$ cat src/rtl/pwm_search_pkg.sv
package pwm_search_pkg;

  localparam int DW        = 32;
  localparam int NCLK      = 3;
  localparam int NDIV      = 4;
  localparam int EXP_BITS  = 3;
  localparam int EXP_LAST  = (1 << EXP_BITS) - 1;
  localparam int SMALL_N   = 6;
  localparam int LARGE_N   = 9;
  localparam int NS_PER_US = 1000;
  localparam int NS_PER_S  = 1000000000;

  // reference tick periods in integer nanoseconds
  function automatic logic [DW-1:0] refNs(input logic [1:0] idx);
    case (idx)
      2'd0:    refNs = DW'(NS_PER_S / 1024);
      2'd1:    refNs = DW'(NS_PER_S / 32768);
      2'd2:    refNs = DW'(NS_PER_S / 19200000);
      default: refNs = '0;
    endcase
  endfunction

  function automatic logic [DW-1:0] preRatio(input logic [1:0] idx);
    case (idx)
      2'd0:    preRatio = DW'(1);
      2'd1:    preRatio = DW'(3);
      2'd2:    preRatio = DW'(5);
      default: preRatio = DW'(6);
    endcase
  endfunction

  function automatic logic [DW-1:0] baseTick(input logic [1:0] c, input logic [1:0] d);
    baseTick = refNs(c) * preRatio(d);
  endfunction

  // largest candidate reachable: slowest clock, biggest ratio, top exponent
  localparam logic [DW-1:0] MAX_TICK = DW'((NS_PER_S / 1024) * 6) << EXP_LAST;

  typedef struct packed {
    logic capture;
    logic reject;
    logic loadSearch;
    logic step;
    logic loadDiv;
    logic divStep;
    logic finish;
  } ctrlStrobes_t;

  typedef enum logic [1:0] {
    ST_IDLE   = 2'd0,
    ST_PREP   = 2'd1,
    ST_SEARCH = 2'd2,
    ST_DIV    = 2'd3
  } searchState_t;

endpackage

$ cat src/rtl/pwm_search_div.sv
module pwm_search_div #(
  parameter int W = 32
) (
  input  logic         clk,
  input  logic         rstN,
  input  logic         load,
  input  logic         step,
  input  logic [W-1:0] numIn,
  input  logic [W-1:0] denIn,
  output logic [W-1:0] quoNext,
  output logic         lastStep
);
  localparam int CW = $clog2(W);

  logic [W-1:0]  remR, quoR, denR;
  logic [CW-1:0] cntR;
  logic [W:0]    remSh, diff;

  assign remSh    = {remR, quoR[W-1]};
  assign diff     = remSh - {1'b0, denR};
  assign quoNext  = {quoR[W-2:0], ~diff[W]};
  assign lastStep = (cntR == CW'(W - 1));

  always_ff @(posedge clk or negedge rstN) begin
    if (!rstN) begin
      remR <= '0;
      quoR <= '0;
      denR <= '0;
      cntR <= '0;
    end else if (load) begin
      remR <= '0;
      quoR <= numIn;
      denR <= denIn;
      cntR <= '0;
    end else if (step) begin
      remR <= diff[W] ? remSh[W-1:0] : diff[W-1:0];
      quoR <= quoNext;
      cntR <= cntR + 1'b1;
    end
  end
endmodule

$ cat src/rtl/pwm_search_ctrl.sv
module pwm_search_ctrl
  import pwm_search_pkg::*;
(
  input  logic         clk,
  input  logic         rstN,
  input  logic         startIn,
  input  logic         badReq,
  input  logic         searchLast,
  input  logic         divLast,
  output ctrlStrobes_t strobes
);
  searchState_t stateR, stateNext;

  always_comb begin
    strobes   = '0;
    stateNext = stateR;
    case (stateR)
      ST_IDLE: if (startIn) begin
        strobes.capture = 1'b1;
        stateNext       = ST_PREP;
      end
      ST_PREP: if (badReq) begin
        strobes.reject = 1'b1;
        stateNext      = ST_IDLE;
      end else begin
        strobes.loadSearch = 1'b1;
        stateNext          = ST_SEARCH;
      end
      ST_SEARCH: begin
        strobes.step = 1'b1;
        if (searchLast) begin
          strobes.loadDiv = 1'b1;
          stateNext       = ST_DIV;
        end
      end
      ST_DIV: begin
        strobes.divStep = 1'b1;
        if (divLast) begin
          strobes.finish = 1'b1;
          stateNext      = ST_IDLE;
        end
      end
      default: stateNext = ST_IDLE;
    endcase
  end

  always_ff @(posedge clk or negedge rstN) begin
    if (!rstN) stateR <= ST_IDLE;
    else       stateR <= stateNext;
  end
endmodule

$ cat src/rtl/pwm_search_dpath.sv
module pwm_search_dpath
  import pwm_search_pkg::*;
#(
  parameter int          MIN_US = 7,
  parameter int unsigned MAX_US = 384000000
) (
  input  logic          clk,
  input  logic          rstN,
  input  ctrlStrobes_t  strobes,
  input  logic [DW-1:0] periodUs,
  input  logic [DW-1:0] dutyUs,
  output logic          badReq,
  output logic          searchLast,
  output logic          divLast,
  output logic          sizeNine,
  output logic [1:0]    clkSel,
  output logic [1:0]    divSel,
  output logic [EXP_BITS-1:0] expSel,
  output logic [LARGE_N-1:0]  dutyVal,
  output logic          donePulse,
  output logic          errFlag
);
  localparam int PW = DW + 10;             // room for period * 1000
  localparam int TW = PW - SMALL_N;        // unscaled target width
  localparam logic [LARGE_N-1:0] MAX_SMALL = LARGE_N'((1 << SMALL_N) - 1);
  localparam logic [LARGE_N-1:0] MAX_LARGE = LARGE_N'((1 << LARGE_N) - 1);

  // captured request
  logic [DW-1:0] perR, dutyR;

  // search state
  logic [DW-1:0] targetR, candR, lastErrR, minErrR;
  logic          wideR;
  logic [1:0]    clkIdx, divIdx, bestClk, bestDiv;
  logic [EXP_BITS-1:0] expIdx, bestExp;

  // ---------------- request screening and target ----------------
  logic [PW-1:0] scaled;
  logic [TW-1:0] tgtFull;
  logic          tgtWide;

  assign badReq  = (dutyR > perR) || (perR < DW'(MIN_US)) || (perR > DW'(MAX_US));
  assign scaled  = {10'b0, perR} * PW'(NS_PER_US);
  assign tgtFull = TW'(scaled >> SMALL_N);
  assign tgtWide = (tgtFull >= TW'(MAX_TICK));

  // ---------------- candidate evaluation ----------------
  logic [DW-1:0] errNow;
  logic          better, rising, groupEnd;
  logic [1:0]    clkNext, divNext;

  assign errNow     = (targetR > candR) ? (targetR - candR) : (candR - targetR);
  assign better     = errNow < minErrR;
  assign rising     = (expIdx != '0) && (errNow > lastErrR);
  assign groupEnd   = rising || (expIdx == EXP_BITS'(EXP_LAST));
  assign searchLast = groupEnd && (clkIdx == 2'(NCLK - 1)) && (divIdx == 2'(NDIV - 1));

  always_comb begin
    if (divIdx == 2'(NDIV - 1)) begin
      divNext = '0;
      clkNext = clkIdx + 1'b1;
    end else begin
      divNext = divIdx + 1'b1;
      clkNext = clkIdx;
    end
  end

  always_ff @(posedge clk or negedge rstN) begin
    if (!rstN) begin
      perR     <= '0;
      dutyR    <= '0;
      targetR  <= '0;
      candR    <= '0;
      lastErrR <= '0;
      minErrR  <= '0;
      wideR    <= 1'b0;
      clkIdx   <= '0;
      divIdx   <= '0;
      expIdx   <= '0;
      bestClk  <= '0;
      bestDiv  <= '0;
      bestExp  <= '0;
    end else begin
      if (strobes.capture) begin
        perR  <= periodUs;
        dutyR <= dutyUs;
      end
      if (strobes.loadSearch) begin
        wideR    <= tgtWide;
        targetR  <= tgtWide ? DW'(tgtFull >> (LARGE_N - SMALL_N)) : DW'(tgtFull);
        candR    <= baseTick(2'd0, 2'd0);
        lastErrR <= '1;
        minErrR  <= '1;
        clkIdx   <= '0;
        divIdx   <= '0;
        expIdx   <= '0;
        bestClk  <= '0;
        bestDiv  <= '0;
        bestExp  <= '0;
      end else if (strobes.step) begin
        if (better) begin
          minErrR <= errNow;
          bestClk <= clkIdx;
          bestDiv <= divIdx;
          bestExp <= expIdx;
        end
        if (!rising) lastErrR <= errNow;
        if (groupEnd) begin
          expIdx <= '0;
          divIdx <= divNext;
          clkIdx <= clkNext;
          candR  <= baseTick(clkNext, divNext);
        end else begin
          expIdx <= expIdx + 1'b1;
          candR  <= candR << 1;
        end
      end
    end
  end

  // ---------------- duty count ----------------
  logic [DW-1:0] numSel, denSel, quoNext;
  logic          smallDuty;
  logic [LARGE_N-1:0] dutyClamp, maxVal;

  always_comb begin
    if (wideR) begin
      smallDuty = (dutyR >> (DW - LARGE_N)) == '0;
      numSel    = smallDuty ? (dutyR << LARGE_N) : dutyR;
      denSel    = smallDuty ? perR : (perR >> LARGE_N);
      maxVal    = MAX_LARGE;
    end else begin
      smallDuty = (dutyR >> (DW - SMALL_N)) == '0;
      numSel    = smallDuty ? (dutyR << SMALL_N) : dutyR;
      denSel    = smallDuty ? perR : (perR >> SMALL_N);
      maxVal    = MAX_SMALL;
    end
    dutyClamp = (quoNext > DW'(maxVal)) ? maxVal : quoNext[LARGE_N-1:0];
  end

  pwm_search_div #(.W(DW)) uDiv (
    .clk      (clk),
    .rstN     (rstN),
    .load     (strobes.loadDiv),
    .step     (strobes.divStep),
    .numIn    (numSel),
    .denIn    (denSel),
    .quoNext  (quoNext),
    .lastStep (divLast)
  );

  // ---------------- result registers ----------------
  always_ff @(posedge clk or negedge rstN) begin
    if (!rstN) begin
      sizeNine  <= 1'b0;
      clkSel    <= '0;
      divSel    <= '0;
      expSel    <= '0;
      dutyVal   <= '0;
      donePulse <= 1'b0;
      errFlag   <= 1'b0;
    end else begin
      donePulse <= strobes.reject | strobes.finish;
      if (strobes.reject) begin
        sizeNine <= 1'b0;
        clkSel   <= '0;
        divSel   <= '0;
        expSel   <= '0;
        dutyVal  <= '0;
        errFlag  <= 1'b1;
      end else if (strobes.finish) begin
        sizeNine <= wideR;
        clkSel   <= bestClk;
        divSel   <= bestDiv;
        expSel   <= bestExp;
        dutyVal  <= dutyClamp;
        errFlag  <= 1'b0;
      end
    end
  end
endmodule

$ cat src/rtl/pwm_period_search.sv
module pwm_period_search
  import pwm_search_pkg::*;
#(
  parameter int          MIN_US = 7,
  parameter int unsigned MAX_US = 384000000
) (
  input  logic        clk,
  input  logic        rstN,
  input  logic        startIn,
  input  logic [31:0] periodUs,
  input  logic [31:0] dutyUs,
  output logic        sizeNine,
  output logic [1:0]  clkSel,
  output logic [1:0]  divSel,
  output logic [2:0]  expSel,
  output logic [8:0]  dutyVal,
  output logic        donePulse,
  output logic        errFlag
);
  ctrlStrobes_t strobes;
  logic badReq, searchLast, divLast;

  pwm_search_ctrl uCtrl (
    .clk        (clk),
    .rstN       (rstN),
    .startIn    (startIn),
    .badReq     (badReq),
    .searchLast (searchLast),
    .divLast    (divLast),
    .strobes    (strobes)
  );

  pwm_search_dpath #(.MIN_US(MIN_US), .MAX_US(MAX_US)) uDpath (
    .clk        (clk),
    .rstN       (rstN),
    .strobes    (strobes),
    .periodUs   (periodUs),
    .dutyUs     (dutyUs),
    .badReq     (badReq),
    .searchLast (searchLast),
    .divLast    (divLast),
    .sizeNine   (sizeNine),
    .clkSel     (clkSel),
    .divSel     (divSel),
    .expSel     (expSel),
    .dutyVal    (dutyVal),
    .donePulse  (donePulse),
    .errFlag    (errFlag)
  );
endmodule

$ cat config.mk
export PLATFORM = sky130hd
export DESIGN_NAME = pwm_period_search
export DESIGN_NICKNAME = d
export VERILOG_FILES = /design/src/rtl/pwm_search_pkg.sv /design/src/rtl/pwm_search_div.sv /design/src/rtl/pwm_search_ctrl.sv /design/src/rtl/pwm_search_dpath.sv /design/src/rtl/pwm_period_search.sv
export SDC_FILE = /design/constraint.sdc
export NUM_CORES = 1
export LEC_CHECK = 0
export BUFFER_PORTS_ARGS = -buffer_cell sky130_fd_sc_hd__buf_2
export CAP_MARGIN = 15
export CORE_MARGIN = 4
export CORE_UTILIZATION = 45
export CTS_BUF_LIST = sky130_fd_sc_hd__clkbuf_8 sky130_fd_sc_hd__clkbuf_16
export CTS_CLUSTER_SIZE = 40
export DETAILED_ROUTE_END_ITERATION = 16
export GPL_TIMING_DRIVEN = 0
export SETUP_SLACK_MARGIN = 0.05
export SLEW_MARGIN = 20
export SYNTH_ARGS = -nofsm -noshare
export SYNTH_HDL_FRONTEND = slang
export SYNTH_SLANG_ARGS = --single-unit
$ cat constraint.sdc
create_clock -name clk -period 5.55 [get_ports clk]
set_input_delay 0.8325 -clock clk [delete_from_list [all_inputs] [get_ports clk]]
set_output_delay 0.8325 -clock clk [all_outputs]
set_load 0.02 [all_outputs]
Word level (Yosys, flattened, before mapping)
Cells that the tools add are included.
{"block": "totals", "inputBits": 67, "word_cells": 160, "latch_bits": 0, "rom_bits": 0, "ramBits": 0, "output_inout_bits": 19, "regBits": 329, "memories": 0}
{"block": "classes", "n_lt_le_gt_ge": 8, "n_bitwise": 2, "n_div": 0, "n_shift": 0, "n_reduce_logical": 21, "mux": 80, "n_eq_ne": 15, "addsub": 7, "multipliers": 2}
{"operator": "two-way mux 32 bit", "n": 28}
{"operator": "> comparator 32 bit", "n": 3}
{"operator": "zero test 32 bit", "n": 2}
{"operator": "subtractor 32 bit", "n": 2}
{"operator": "one-hot mux 20 bit (3 select lines)", "n": 1}
{"operator": "two-way mux 2 bit", "n": 25}
{"operator": "multiplier 32 x 7 -> 39 bit, second input constant", "n": 1}
{"operator": ">= comparator 36 x 30 -> 1 bit, second input constant", "n": 1}
{"operator": "two-way mux 9 bit", "n": 4}
{"operator": "subtractor 33 x 32 -> 33 bit", "n": 1}
{"operator": "> comparator 32 x 29 -> 1 bit, second input constant", "n": 1}
{"operator": "> comparator 32 x 9 -> 1 bit", "n": 1}
{"operator": "less-than comparator 32 x 3 -> 1 bit, second input constant", "n": 1}
{"operator": "less-than comparator 32 bit", "n": 1}
{"operator": "multiplier 32 x 32 -> 32 bit", "n": 1}
{"operator": "two-way mux 3 bit", "n": 8}
{"operator": "== test 2 bit, second input constant", "n": 6}
{"operator": "two-way mux 1 bit", "n": 10}
{"operator": "two-way mux 5 bit", "n": 2}
{"operator": "nonzero test 2 bit", "n": 5}
{"operator": "one-hot mux 3 bit (3 select lines)", "n": 1}
{"operator": "!= test 2 bit, second input constant", "n": 4}
{"operator": "one-hot mux 2 bit (4 select lines)", "n": 1}
{"operator": "== test 2 x 1 -> 1 bit, second input constant", "n": 3}
{"operator": "13 further kinds", "n": 22}

Logic depth before layout (Yosys ltp)
{"block": "depth", "word_depth": 15, "mapped_depth": 30, "mapped_depth_nobuf": 27}

Modules after synthesis
Synthesis repeated with hierarchy kept, for this count alone.
{"block": "hier_totals", "hier_cells": 3591, "area_unflattened_um2": 31341.3}
{"mod": "pwm_search_dpath", "cells_per_inst": 2851, "area_per_inst_um2": 24624.9, "seq_area_each_um2": 5655.4, "instances": 1}
{"mod": "pwm_search_div", "cells_per_inst": 726, "area_per_inst_um2": 6575.1, "seq_area_each_um2": 2527.4, "instances": 1}
{"mod": "pwm_search_ctrl", "cells_per_inst": 14, "area_per_inst_um2": 141.4, "seq_area_each_um2": 50.0, "instances": 1}

Worst setup path before layout
OpenSTA, ideal clock, no wires.
{"block": "synth_timing", "path_kind": "flip-flop to flip-flop", "startpoint": "reg uDpath.perR[15]", "endpoint": "reg uDpath.targetR[27]", "t_arrival_ps": 5549, "t_required_ps": 5425, "path_buffers": 2, "period_less_slack_ps": 5674, "path_slack_ps": -124, "path_stages_with_launch": 21, "setup_time_ps": 125, "path_cell_list": "dfrtp_1 -> inv_1 -> fa_1 -> fa_1 -> fa_1 -> fa_1 -> inv_1 -> ha_1 -> buf_2 -> a211oi_1 -> o21bai_1 -> a211oi_1 -> o21bai_1 -> a221oi_1 -> and2_1 -> xor2_1 -> or4b_4 -> o21ai_4 -> buf_6 -> o22ai_1 -> mux2_2"}
{"block": "synth_between", "elab_chain_len": 5, "elab_cells_between_ends": 10, "cone_classes": "1 x mul; 4 x order compare; 3 x mux; 2 x reduce/logical"}
{"element": "from (decl)", "line": "pwm_search_dpath.sv:29", "text": "logic [DW-1:0] perR, dutyR;"}
{"element": "from (signal assigned)", "line": "pwm_search_dpath.sv:85", "text": "perR <= periodUs;"}
{"element": "branches (longest 5 deep; another with multiplier 32 x 7 -> 39 bit)"}
{"element": "to (signal assigned)", "line": "pwm_search_dpath.sv:90", "text": "targetR <= tgtWide ? DW'(tgtFull >> (LARGE_N - SMALL_N)) : DW'(tgtFull);"}
{"element": "to (decl)", "line": "pwm_search_dpath.sv:32", "text": "logic [DW-1:0] targetR, candR, lastErrR, minErrR;"}
Several ways; the timed one is not identified.
A chain may end at the register's enable or synchronous reset.

Worst setup path in the final report
{"block": "layout_timing", "startpoint": "reg uDpath.targetR[0]", "endpoint": "reg uDpath.uDiv.quoR[18]"}
{"block": "layout_between", "elab_chain_len": 10, "elab_cells_between_ends": 13, "cone_classes": "2 x add/sub; 2 x order compare; 4 x mux; 5 x reduce/logical"}
{"element": "subtractor 32 bit / > comparator 32 bit (equally long branches)", "line": "pwm_search_dpath.sv:52", "text": "assign errNow = (targetR > candR) ? (targetR - candR) : (candR - targetR);"}
{"element": "two-way mux 32 bit (*)", "line": "pwm_search_dpath.sv:52"}
{"element": "> comparator 32 bit (*)", "line": "pwm_search_dpath.sv:54", "text": "assign rising = (expIdx != '0) && (errNow > lastErrR);"}
{"element": "logical AND 1 bit (*)", "line": "pwm_search_dpath.sv:54"}
{"element": "logical OR 1 bit (*)", "line": "pwm_search_dpath.sv:55", "text": "assign groupEnd = rising || (expIdx == EXP_BITS'(EXP_LAST));"}
{"element": "logical AND 1 bit (*) (2 in series)", "line": "pwm_search_dpath.sv:56", "text": "assign searchLast = groupEnd && (clkIdx == 2'(NCLK - 1)) && (divIdx == 2'(NDIV - 1));"}
{"element": "two-way mux 1 bit (*)", "line": "pwm_search_ctrl.sv:31", "text": "if (searchLast) begin"}
{"element": "two-way mux 2 bit (*)", "line": "pwm_search_ctrl.sv:17", "text": "case (stateR)"}
{"element": "two-way mux 32 bit / nonzero test 2 bit (equally long branches)"}
{"element": "to (signal assigned)", "line": "pwm_search_div.sv:32", "text": "quoR <= numIn;"}
{"element": "to (signal assigned)", "line": "pwm_search_div.sv:37", "text": "quoR <= quoNext;"}
{"element": "to (decl)", "line": "pwm_search_div.sv:15", "text": "logic [W-1:0] remR, quoR, denR;"}
Every way passes the cells marked *; elsewhere a longest branch is shown, timed or not.

==> results.md <==
- Post-Syn Instances: 3411
- Largest family of logic cells by synthesized area: adder cells
- Tmin final: 5.92 ns
- Initial antenna violation count: 1
- Buffers on Ports: 85
- CP required: 6.01 ns
- Largest net degree at the start of global routing: 95
- Worst-path clk slew: 0.06 ns
- Wire per inst: 22.3 microns
- Die footprint: 0.0707 sq mm
- Worst slew margin: 8.19%
- Final period util: 107%
- First-pass GRT wire length: 154000 microns
- Overall Global Routing Usage: 27.6%
- CORE AREA: roughly 0.066 sq mm
- Post-DP HPWL: 74000 microns
- Worst slew pin tran: approximately 1.4 ns
- Outcome: complete, but fails checks
- Yosys cell types: 89
- Number of cell rows: between 90 and 100
- First-pass detailed-route iteration total: 6
- Final WS setup: -0.374 ns
- Setup violators final: 239
- Simple-Gate Fraction of Synth Area: 12.9%
- Share of layout cells above drive strength 1: 26.2%
- Max-slew violations: 0
- Antenna cells: 0
- Fraction of synthesized area in multiplexers: 4.27%
- Netlist Area Pre-Place: 0.0299 sq mm
- Critical path launch point type: flop
- Initial drt markers: 2562
- Critical path data arrival time: 6.39 ns
- Skew-Pair Late Insertion Delay: 0.59 ns
- Gr ovfl total: 0
- Post-synthesis sequential area ratio: 27.5%
- Crit Path Class: flop to flop
- Max_cap viols: 0
- Clock sink total: 329
- Nets: 4341
- Final Core Density: 58.6%
- Yosys reg bits: 329
- Die width: 266 microns
- Failing checks: negative setup slack
- Compound-Gate Fraction of Synth Area: 20.9%
- Total CTS buffers: 40
- Clock Skew: 0.0249 ns
- Drc violations: 0
- Crit path max fanout: 8
- Initial Util: 45.4%
- Worst Hold Class: primary input to async pin
- Vias: 27400
- Chip height: 266 microns
- Area Overhead vs Synth: 29.1%
- Mapped Avg Cell Area: 8.77 sq um
- H-tree depth: 2
- Post-synth EDFFs: 0
- Hold buffers post-CTS: 0
- Warnings, synthesis: 0
- Prevailing post-synth register cell: dfrtp_1
- TritonCTS clock tree: yes
- Antenna Nets Post-Route: 0
- Vias per inst: 5.88
- Routed WL: 104000 microns
- FMAX: 0.169 GHz
- CTS max path bufs: 3
- Root buffer cell: clkbuf_16
- I/O pin cnt: between 80 and 90
- Final Hold Vio Count: 0
- XOR/XNOR share of the synthesized area: under 10%
- Post-synth ARST share: 100%
- CP Capture Type: flop
- Post-synth net total: 3982
- Gpl congestion: about 0.94
- RSZ-0062 raised after global routing: yes
- Adder-Cell Fraction of Synth Area: 24.3%
- Number of global-route vias before repair: 26700
cell families (layout without fill, tap and decap cells):
kind of cell	after synthesis	in the layout
simple gates	839	840
compound gates	962	962
flops	329	329
xor+xnor	102	102
mux	123	123
fa+ha+maj	504	504
buf+inv	552	940
cells in the mapped netlist, types with 8 or more instances:
cell	count	share of area, %
and3_1	17	0.36
a22oi_1	11	0.28
nor4_1	16	0.33
a221o_1	37	1.2
nand4_1	42	0.88
inv_1	396	5.0
a221oi_1	16	0.47
dfrtp_1	329	28
nor2b_1	31	0.65
and2_1	16	0.33
a21o_1	93	2.3
buf_2	24	0.40
buf_1	14	0.18
mux2i_1	85	2.8
nand2_1	356	4.5
clkbuf_1	109	1.4
xor2_1	36	1.1
a21boi_0	8	0.20
o21ai_1	40	0.67
nor2_1	175	2.2
a31oi_1	43	0.90
a21oi_1	189	3.2
fa_1	127	8.5
xnor2_1	66	1.9
o21ai_0	254	4.2
mux2_2	38	1.4
nand3_1	74	1.2
o21a_1	19	0.48
a211o_1	8	0.23
and4_1	8	0.23
nor3_1	37	0.62
nand2b_1	25	0.52
o211ai_1	85	2.1
o31ai_1	17	0.43
or3_1	14	0.29
ha_1	377	16
a22o_1	12	0.35
o21bai_1	21	0.53
a211oi_1	33	0.83
stage by stage:
stage	worst slack [ns]	hold slack, ns	TNS, ns	cell area, sq um	std cells
2_1_floorplan	0.0459	0.449	0	30000	3411
3_5_place_dp	-2.31	0.464	-414.44	31600	4364
4_1_cts	-0.236	0.182	-8.13	36000	4599
6_report	-0.374	0.189	-42.77	38600	4664
3_3_place_gp	-3.52	0.462	-1384.79	31500	4360
5_1_grt	-0.544	0.203	-87.93	38600	4664
cell usage in the layout, fill, tap and decap left out, types with 62 or more instances in the layout:
master / count
inv_1: 362
ha_1: 338
nand2_1: 297
dfrtp_1: 286
buf_4: 186
o21ai_0: 180
a21oi_1: 156
nor2_1: 153
fa_1: 113
a21o_1: 93
buf_2: 91
o211ai_1: 85
clkbuf_1: 74
o21ai_1: 74
mux2i_1: 71
clkbuf_16: 62
worst paths after layout:
path	start	endpoint	slack (ns)	cells after the start
min in group clk	periodUs[12]	uDpath.perR[12]	0.44	3
min	rstN	uDpath.minErrR[24]	0.19	1
max	uDpath.targetR[0]	uDpath.uDiv.quoR[18]	-0.37	27
min reg2reg	uDpath.errFlag	uDpath.errFlag	0.47	2
max in group asynchronous	rstN	uDpath.dutyR[13]	4.02	3
max reg2reg	uDpath.targetR[0]	uDpath.uDiv.quoR[18]	-0.37	27
worst max-delay path: stages, from the launching register on:
cell	delay, ns
dfrtp_1	0.43
inv_1	0.08
ha_2	0.18
inv_2	0.04
fa_2	0.35
a21oi_2	0.16
o21a_1	0.19
a31oi_4	0.10
o211ai_1	0.29
a31oi_4	0.20
a211o_1	0.37
a32oi_4	0.33
buf_6	0.16
o41ai_4	0.08
buf_4	0.17
xnor2_4	0.20
inv_2	0.09
ha_4	0.29
nand3_4	0.10
nor3_4	0.26
a21boi_2	0.20
o211ai_1	0.14
buf_4	0.19
a211o_4	0.39
and2_4	0.20
clkbuf_16	0.17
clkbuf_16	0.15
a221o_1	0.29
metal layers:
layer | routed length [microns] | global-route usage (%) | vias up
met5 | 0 | 0 | -
met3 | 6060 | 3.85 | 340
met1 | 43400 | 36.3 | 13400
met4 | 6300 | 12.4 | 0
met2 | 48500 | 45.3 | 1023
li1 | - | - | 12700
repair_timing:
action / CTS / global route
cloned: 7 / 21
setup endpoints to repair: 244 / 242
pin swaps: 113 / 143
setup buffers: 166 / 49
gates resized for setup: 444 / 480
cell type report:
| class | count | area [sq um] |
|---|---|---|
| Buffer | 142 | 1220 |
| Inverter | 398 | 1620 |
| Fill cell | 5677 | 27200 |
| Clock buffer | 46 | 1080 |
| Clock inverter | 26 | 239 |
| Sequential cell | 329 | 8290 |
| Tap cell | 864 | 1080 |
| Timing Repair Buffer | 328 | 2870 |
| Multi-Input combinational cell | 2531 | 22200 |
registers in the layout, indices dropped and copies added (netlist names), 5 cells and up, named ones only:
| register | flops |
|---|---|
| uDpath.minErrR | 32 |
| uDpath.uDiv.denR | 32 |
| uDpath.uDiv.cntR | 5 |
| uDpath.uDiv.remR | 32 |
| uDpath.candR | 32 |
| uDpath.uDiv.quoR | 32 |
| uDpath.dutyR | 32 |
| uDpath.targetR | 32 |
| uDpath.lastErrR | 32 |
| uDpath.perR | 32 |
| uDpath.dutyVal | 9 |
Power is not shown: default switching activity piles up to over one toggle a cycle in this logic, so the estimate is an artifact.
